## src/rtl/fused_alu_pkg.sv

```systemverilog
// Package fused_alu_pkg
// Holds the shared operation code type. Code values are fixed because the
// issuing decoder produces them; any value not listed is treated as undefined.
package fused_alu_pkg;
    typedef enum logic [4:0] {
        OP_NONE    = 5'd0,
        OP_ZEXTW   = 5'd1,  OP_ZEXTH   = 5'd2,  OP_SEXTH   = 5'd3,
        OP_SHL1ADD = 5'd4,  OP_SHL2ADD = 5'd5,  OP_SHL3ADD = 5'd6,  OP_SHL4ADD = 5'd7,
        OP_ZWSHL1  = 5'd8,  OP_ZWSHL2  = 5'd9,  OP_ZWSHL3  = 5'd10,
        OP_BYTE1   = 5'd11,
        OP_SR29ADD = 5'd12, OP_SR30ADD = 5'd13, OP_SR31ADD = 5'd14, OP_SR32ADD = 5'd15,
        OP_PARADD  = 5'd16, OP_PARADDW = 5'd17, OP_ORMASK  = 5'd18,
        OP_ADDW_B8 = 5'd19, OP_ADDW_B1 = 5'd20, OP_ADDW_ZH = 5'd21, OP_ADDW_SH = 5'd22,
        OP_AND_B1  = 5'd23, OP_OR_B1   = 5'd24, OP_XOR_B1  = 5'd25, OP_ORC_B1  = 5'd26,
        OP_AND_ZH  = 5'd27, OP_OR_ZH   = 5'd28, OP_XOR_ZH  = 5'd29, OP_ORC_ZH  = 5'd30,
        OP_RSVD    = 5'd31
    } fuse_op_e;
endpackage

```

## src/rtl/fused_arith.sv

```systemverilog
// Module fused_arith
// Handles the shift-add, zero-extend-shift, extract, parity-add, masked-OR and
// plain extend operations. Drives zero when op is not one of its codes.
// Assumes XLEN is 64 (word = XLEN/2, half = 16 bits).
module fused_arith
    import fused_alu_pkg::*;
#(
    parameter int XLEN = 64
) (
    input  fuse_op_e          op,
    input  logic [XLEN-1:0]   a,
    input  logic [XLEN-1:0]   b,
    output logic [XLEN-1:0]   res
);
    localparam int WORD = XLEN / 2;
    localparam int NSH  = 4;
    localparam int SRB  = 29;

    logic [XLEN-1:0] shl_add [NSH];
    logic [XLEN-1:0] srl_add [NSH];
    logic [XLEN-1:0] zw;
    logic [XLEN-1:0] par_sum;

    // One left-shift adder and one right-shift adder per shift amount
    for (genvar gi = 0; gi < NSH; gi++) begin : g_shadd
        assign shl_add[gi] = (a << (gi + 1)) + b;
        assign srl_add[gi] = (a >> (SRB + gi)) + b;
    end

    assign zw      = {{WORD{1'b0}}, a[WORD-1:0]};
    assign par_sum = {{(XLEN-1){1'b0}}, a[0]} + b;

    // Select this group's result by operation code
    always_comb begin
        case (op)
            OP_ZEXTW:   res = zw;
            OP_ZEXTH:   res = {{(XLEN-16){1'b0}}, a[15:0]};
            OP_SEXTH:   res = {{(XLEN-16){a[15]}}, a[15:0]};
            OP_SHL1ADD: res = shl_add[0];
            OP_SHL2ADD: res = shl_add[1];
            OP_SHL3ADD: res = shl_add[2];
            OP_SHL4ADD: res = shl_add[3];
            OP_ZWSHL1:  res = zw << 1;
            OP_ZWSHL2:  res = zw << 2;
            OP_ZWSHL3:  res = zw << 3;
            OP_BYTE1:   res = {{(XLEN-8){1'b0}}, a[15:8]};
            OP_SR29ADD: res = srl_add[0];
            OP_SR30ADD: res = srl_add[1];
            OP_SR31ADD: res = srl_add[2];
            OP_SR32ADD: res = srl_add[3];
            OP_PARADD:  res = par_sum;
            OP_PARADDW: res = {{WORD{par_sum[WORD-1]}}, par_sum[WORD-1:0]};
            OP_ORMASK:  res = {a[XLEN-1:8], 8'h00} | b;
            default:    res = '0;
        endcase
    end
endmodule

```

## src/rtl/fused_narrow.sv

```systemverilog
// Module fused_narrow
// Handles the word-add and logic operations that are narrowed to 1, 8 or 16
// bits. Drives zero when op is not one of its codes. Assumes XLEN is 64.
module fused_narrow
    import fused_alu_pkg::*;
#(
    parameter int XLEN = 64
) (
    input  fuse_op_e          op,
    input  logic [XLEN-1:0]   a,
    input  logic [XLEN-1:0]   b,
    output logic [XLEN-1:0]   res
);
    localparam int WORD   = XLEN / 2;
    localparam int NBYTES = XLEN / 8;

    logic [WORD-1:0] wsum;
    logic [XLEN-1:0] orc;
    logic [XLEN-1:0] lres;

    assign wsum = a[WORD-1:0] + b[WORD-1:0];

    // Per-byte OR-combine of a
    for (genvar gb = 0; gb < NBYTES; gb++) begin : g_orc
        assign orc[gb*8 +: 8] = {8{|a[gb*8 +: 8]}};
    end

    // Pick the logic function for the narrowing codes
    always_comb begin
        case (op)
            OP_AND_B1, OP_AND_ZH: lres = a & b;
            OP_OR_B1,  OP_OR_ZH:  lres = a | b;
            OP_XOR_B1, OP_XOR_ZH: lres = a ^ b;
            default:              lres = orc;
        endcase
    end

    // Narrow the add or logic outcome
    always_comb begin
        case (op)
            OP_ADDW_B8: res = {{(XLEN-8){1'b0}}, wsum[7:0]};
            OP_ADDW_B1: res = {{(XLEN-1){1'b0}}, wsum[0]};
            OP_ADDW_ZH: res = {{(XLEN-16){1'b0}}, wsum[15:0]};
            OP_ADDW_SH: res = {{(XLEN-16){wsum[15]}}, wsum[15:0]};
            OP_AND_B1, OP_OR_B1, OP_XOR_B1, OP_ORC_B1:
                        res = {{(XLEN-1){1'b0}}, lres[0]};
            OP_AND_ZH, OP_OR_ZH, OP_XOR_ZH, OP_ORC_ZH:
                        res = {{(XLEN-16){1'b0}}, lres[15:0]};
            default:    res = '0;
        endcase
    end
endmodule

```

## src/rtl/fused_alu.sv

```systemverilog
// Module fused_alu
// Combinational unit for operations fused from instruction pairs. The two
// groups each drive zero outside their own codes, so the top ORs them.
// Assumes XLEN is 64; there is no clock or reset.
module fused_alu
    import fused_alu_pkg::*;
#(
    parameter int XLEN = 64
) (
    input  logic [4:0]      op_sel,
    input  logic [XLEN-1:0] src_a,
    input  logic [XLEN-1:0] src_b,
    output logic [XLEN-1:0] result
);
    localparam int WORD = XLEN / 2;

    fuse_op_e        op;
    logic [XLEN-1:0] arith_res;
    logic [XLEN-1:0] narrow_res;

    assign op = fuse_op_e'(op_sel);

    fused_arith #(.XLEN(XLEN)) u_arith (.op(op), .a(src_a), .b(src_b), .res(arith_res));
    fused_narrow #(.XLEN(XLEN)) u_narrow (.op(op), .a(src_a), .b(src_b), .res(narrow_res));

    // Merge the two group outputs
    assign result = arith_res | narrow_res;

    // Shape checks on the merged output
    always_comb begin
        if (op == OP_NONE || op == OP_RSVD)
            a_r10_undef_zero: assert (result == '0);
        if (op >= OP_AND_B1 && op <= OP_ORC_B1)
            a_r8_bit_narrow: assert (result[XLEN-1:1] == '0);
        if (op >= OP_AND_ZH && op <= OP_ORC_ZH)
            a_r8_half_narrow: assert (result[XLEN-1:16] == '0);
        if (op == OP_ADDW_SH)
            a_r7_half_sext: assert (result[XLEN-1:16] == {(XLEN-16){result[15]}});
        if (op == OP_ADDW_B8)
            a_r7_byte_zext: assert (result[XLEN-1:8] == '0);
        if (op == OP_ZWSHL3)
            a_r3_zw_window: assert (result[XLEN-1:WORD+3] == '0 && result[2:0] == 3'b0);
        if (op == OP_PARADDW)
            a_r5_word_sext: assert (result[XLEN-1:WORD] == {WORD{result[WORD-1]}});
        if (op == OP_BYTE1)
            a_r4_byte_extract: assert (result == {{(XLEN-8){1'b0}}, src_a[15:8]});
    end
endmodule

```

## config.mk

```make
export PLATFORM = sky130hd
export DESIGN_NAME = fused_alu
export DESIGN_NICKNAME = d
export VERILOG_FILES = /design/src/rtl/fused_alu_pkg.sv /design/src/rtl/fused_arith.sv /design/src/rtl/fused_narrow.sv /design/src/rtl/fused_alu.sv
export SDC_FILE = /design/constraint.sdc
export NUM_CORES = 1
export LEC_CHECK = 0
export BUFFER_PORTS_ARGS = -buffer_cell sky130_fd_sc_hd__buf_2
export CORE_MARGIN = 8
export CORE_UTILIZATION = 40
export DETAILED_ROUTE_END_ITERATION = 8
export PLACE_DENSITY_LB_ADDON = 0.2
export SETUP_SLACK_MARGIN = 0.05
export SLEW_MARGIN = 20
export SYNTH_ARGS = -nofsm -noshare
export SYNTH_HDL_FRONTEND = slang
export SYNTH_SLANG_ARGS = --single-unit
```

## constraint.sdc

```tcl
create_clock -name vclk -period 5.51
set_input_delay 0.551 -clock vclk [all_inputs]
set_output_delay 0.551 -clock vclk [all_outputs]
set_load 0.02 [all_outputs]
```

### Yosys cells after proc, flatten, opt, wreduce, memory -nomap -nowiden

Index checks and enable logic that the tools add are counted.

* memories kept: 0
* output and inout bits: 64
* bits in read-only memories: 0
* bits in latches: 0
* register bits: 0
* bits of input ports: 133
* logic and storage cells: 55
* memory bits (writable): 0

* divide/modulo/power cells: 0
* multipliers: 0
* bitwise operators: 5
* $lt $le $gt $ge: 0
* reduce and logical (&&, ||, !) cells: 7
* mux-type cells: 3
* add/subtract/negate cells: 10
* shifts and indexed selects: 0
* equality and inequality tests: 30

Operator list (number)
* $pmux 64 s18: 1
* $pmux 64 s6: 1
* $add 64x64->64: 4
* $or 64x64->64: 2
* $eq 5x5->1 const B: 15
* $add 1x64->64: 1
* $add 32x64->64: 1
* $add 33x64->64: 1
* $add 34x64->64: 1
* $add 35x64->64: 1
* $pmux 16 s3: 1
* $eq 5x4->1 const B: 8
* $eq 5x3->1 const B: 4
* $add 16x16->16: 1
* $and 16x16->16: 1
* $or 16x16->16: 1
* $reduce_or 8->1: 2
* $xor 16x16->16: 1
* $eq 5x2->1 const B: 2
* $reduce_or 4->1: 2
* $reduce_or 2->1: 3
* $eq 5x1->1 const B: 1

### Depth between registers and ports, before layout

* word-level depth: 5
* gate-level depth with buffers: 22
* gate-level depth less buffers: 18

### Modules after synthesis

A second synthesis with hierarchy kept.

* cells, all modules: 4140
* area total of the unflattened synthesis: 26641.8 sq um

By module, submodules not included
* fused_arith: area each 24000.5 sq um, instances 1, sequential area each 0.0 sq um, cells an instance 3765
* fused_narrow: area each 2240.9 sq um, instances 1, sequential area each 0.0 sq um, cells an instance 311
* fused_alu: area each 400.4 sq um, instances 1, sequential area each 0.0 sq um, cells an instance 64

### Least setup slack after synthesis

Ideal clock, no wire load.

* kind: input port to output port
* start: in op_sel[0]
* end: out result[54]
* setup slack: -0.385 ns
* arrival: 5.344 ns
* stages on the path: 20
* required time: 4.959 ns
* path buffers: 5
* cells stage by stage: clkbuf_1 > clkbuf_1 > buf_1 > clkbuf_1 > clkbuf_1 > mux2_2 > a22oi_1 > o21ai_0 > ha_1 > and2_1 > and3_1 > a21oi_1 > a211oi_1 > o2111ai_1 > o2111ai_1 > nand2_1 > or4_1 > xor2_1 > o211ai_1 > nand4b_1

* cells in the longest elaborated chain, start to end: 4
* elaborated cells on any way between the ends: 35
* classes of those cells: eq/ne (30); mux (2); bitwise (1); reduce/logical (2)

RTL lines
* start: declaration: line fused_alu.sv:10 `input logic [4:0] op_sel,`
* $eq 5x5->1: line fused_narrow.sv:40 `case (op)`
* $reduce_or 4->1: line fused_narrow.sv:40
* $pmux 64 s6: line fused_narrow.sv:40
* $or 64x64->64 (*): line fused_alu.sv:27 `assign result = arith_res | narrow_res;`
* end: declaration: line fused_alu.sv:13 `output logic [XLEN-1:0] result`

Every way passes the cells marked *; elsewhere a longest branch is shown, timed or not.

### Final worst setup path

* start: in src_a[0]
* end: out result[43]

* cells in the longest elaborated chain, start to end: 3
* elaborated cells on any way between the ends: 9
* classes of those cells: add/sub (6); mux (2); bitwise (1)

RTL lines
* start: declaration: line fused_alu.sv:11 `input logic [XLEN-1:0] src_a,`
* $add 1x64->64, or another cell as far along: line fused_arith.sv:31 `assign par_sum = {{(XLEN-1){1'b0}}, a[0]} + b;`
* $pmux 64 s18 or $pmux 64 s6 (tied branches): line fused_arith.sv:35, fused_narrow.sv:40
* $or 64x64->64 (*): line fused_alu.sv:27

Marks and branches as above.

==> results_dict.tcl <==
set metrics [dict create \
    status "finished with violations" \
    violations "DRC" \
    synth-seq-area-share 0 \
    crit_required_ps 4960 \
    hold_path_class "input pin to primary output" \
    track_usage 0.3625 \
    rsz0062_at_grt "yes" \
    crit_arrival_ps 4870 \
    clock_buffers 0 \
    layout-area-overhead-vs-synth_pct 13.47 \
    tightest_slew_ps 1021 \
    ant_nets 0 \
    grt_pass1_wl_mm 198.7 \
    postSynthCellCount 3845 \
    setup.worst_path.class "input pin to primary output" \
    initial_core_util 0.4034 \
    hold_viol_final 0 \
    cp_max_fo 7 \
    yosysWarnings 0 \
    drive_gt1_frac 0.1461 \
    fin_crit_sh 0.9842 \
    mostFrequentLayoutCells "a21oi_1 (428), nand2_1 (382), o21ai_0 (331)" \
    dr.pass1.iters 9 \
    dp_hpwl_mm 111.5 \
    worst_setup_path_end_kind "primary output" \
    drt_iter0_markers 4774 \
    maxCapViolations 0 \
    numPortBuffers 197 \
    routed-wl-met2_mm 55.08 \
    met1_length_mm 56.41 \
    syn_area_per_cell_um2 6.450 \
    routed_wl_mm 136.1 \
    io_pins 197 \
    antenna_found_initial 7 \
    route.detailed.drc 2 \
    post-route-min-period_ps 5423 \
    dr.max_layer_used "met5" \
    grt_pass1_vias 30810 \
    fp.dieArea_um2 70230 \
    grt_remaining_overflow 0 \
    die_y_um 265.0 \
    holdPathStages 4 \
    whs_ps 1744 \
    layout_commonest_cell "a21oi_1" \
    synth_area_um2 24800 \
    seq_cell_count 0 \
    fill_cells 6671 \
    synth_nets 4295 \
    final_nets 4511 \
    max_freq_mhz 184.4 \
    routed-via-count 33400 \
    core_um2 61480 \
    regArea_um2 0 \
    vias_per_cell 6.879 \
    slew_viol_final 0 \
    yosysUniqueCellTypes 77 \
    fp.dieW_um 265.0 \
    max-slew-margin-rel 0.3176 \
    rows 91 \
    setup_viol 0 \
    post_drt_wl_per_cell_um 28.02 \
    gp_congestion 1.081 \
    route.met3.wl_mm 17.03 \
    cp-start-kind "input pin" \
    grt_max_degree 57 \
]
==> Yosys cell counts, types with 25 or more instances <==
| cell type | instances | share of area |
|---|---|---|
| o21bai_1 | 49 | 0.015 |
| o22ai_1 | 25 | 0.0063 |
| nor2b_1 | 34 | 0.0086 |
| nor3_1 | 86 | 0.017 |
| o211ai_1 | 58 | 0.018 |
| a21o_1 | 154 | 0.047 |
| nand2_1 | 386 | 0.058 |
| a211oi_1 | 55 | 0.017 |
| nor2_1 | 248 | 0.038 |
| o21a_1 | 46 | 0.014 |
| a22oi_1 | 133 | 0.040 |
| a21oi_1 | 431 | 0.087 |
| clkbuf_1 | 239 | 0.036 |
| o21ai_0 | 333 | 0.067 |
| xnor2_1 | 175 | 0.062 |
| and3_1 | 45 | 0.011 |
| or2_2 | 25 | 0.0063 |
| mux2_2 | 35 | 0.016 |
| nand4_1 | 140 | 0.035 |
| inv_1 | 109 | 0.016 |
| and2_1 | 27 | 0.0068 |
| xor2_1 | 138 | 0.049 |
| nor4_1 | 38 | 0.0096 |
| o221ai_1 | 26 | 0.0092 |
| a221oi_1 | 58 | 0.020 |
| a31oi_1 | 39 | 0.0098 |
| ha_1 | 311 | 0.16 |
| nand3_1 | 105 | 0.021 |
==> path summary, 6_finish.rpt <==
check,start,endpoint,slack (ps)
setup / recovery,src_a[0],result[43],90
hold / removal,src_b[57],result[57],1740
==> stage by stage <==
step	TNS [ps]	setup WS (ps)	std cells	cell area, um^2	utilization
floorplan	0	41.76	3845	24810	-
global placement	-99.50	-95.67	4844	27950	0.4546
detailed placement	-380.6	-186.8	4844	27950	0.4546
CTS	0	52.48	4845	27990	0.4553
global route	0	5.533	4851	28130	0.4575
finish	0	87.03	4856	28140	0.4577
==> worst max-delay path, stage by stage <==
cell,delay [ps]
buf_2,150
buf_4,180
ha_1,330
nand4_1,270
or2_2,420
nor4_1,300
buf_4,230
nor4b_2,190
buf_4,190
nand3_1,330
nor2_1,440
xor2_1,120
a222oi_1,230
o211ai_1,200
or4_1,530
buf_2,180
==> routing by layer <==
| metal | up-vias | global-route usage |
|---|---|---|
| li1 | 15170 | - |
| met4 | 6 | 0.1647 |
| met5 | - | 0 |
| met1 | 15750 | 0.4993 |
| met2 | 2099 | 0.5288 |
| met3 | 378 | 0.08479 |
==> cell families (layout without fill, tap and decap cells) <==
logic type,after synthesis,in the layout,share of synthesized area
other cells,0,7,0
compound gates,1585,1585,0.4134
mux,52,52,0.02275
xor+xnor,313,313,0.1105
simple gates,1215,1215,0.2364
fa+ha+maj,317,317,0.1617
buf+inv,363,577,0.05519
==> what timing repair did <==
action / CTS / global route
pin swaps: 3 / 10
setup endpoints to repair: 8 / 29
resized for setup: 7 / 28
hold buffers: 0 / 0
setup buffers: 1 / 4
==> area by class of cell <==
cell class / count / area [um^2] / area share
timing repair buffer: 468 / 3097 / 0.1100
multi-input combinational: 3482 / 23630 / 0.8397
antenna: 7 / 17.52 / 0.0006224
inverter: 109 / 409.1 / 0.01454
tap: 790 / 988.4 / 0.03512
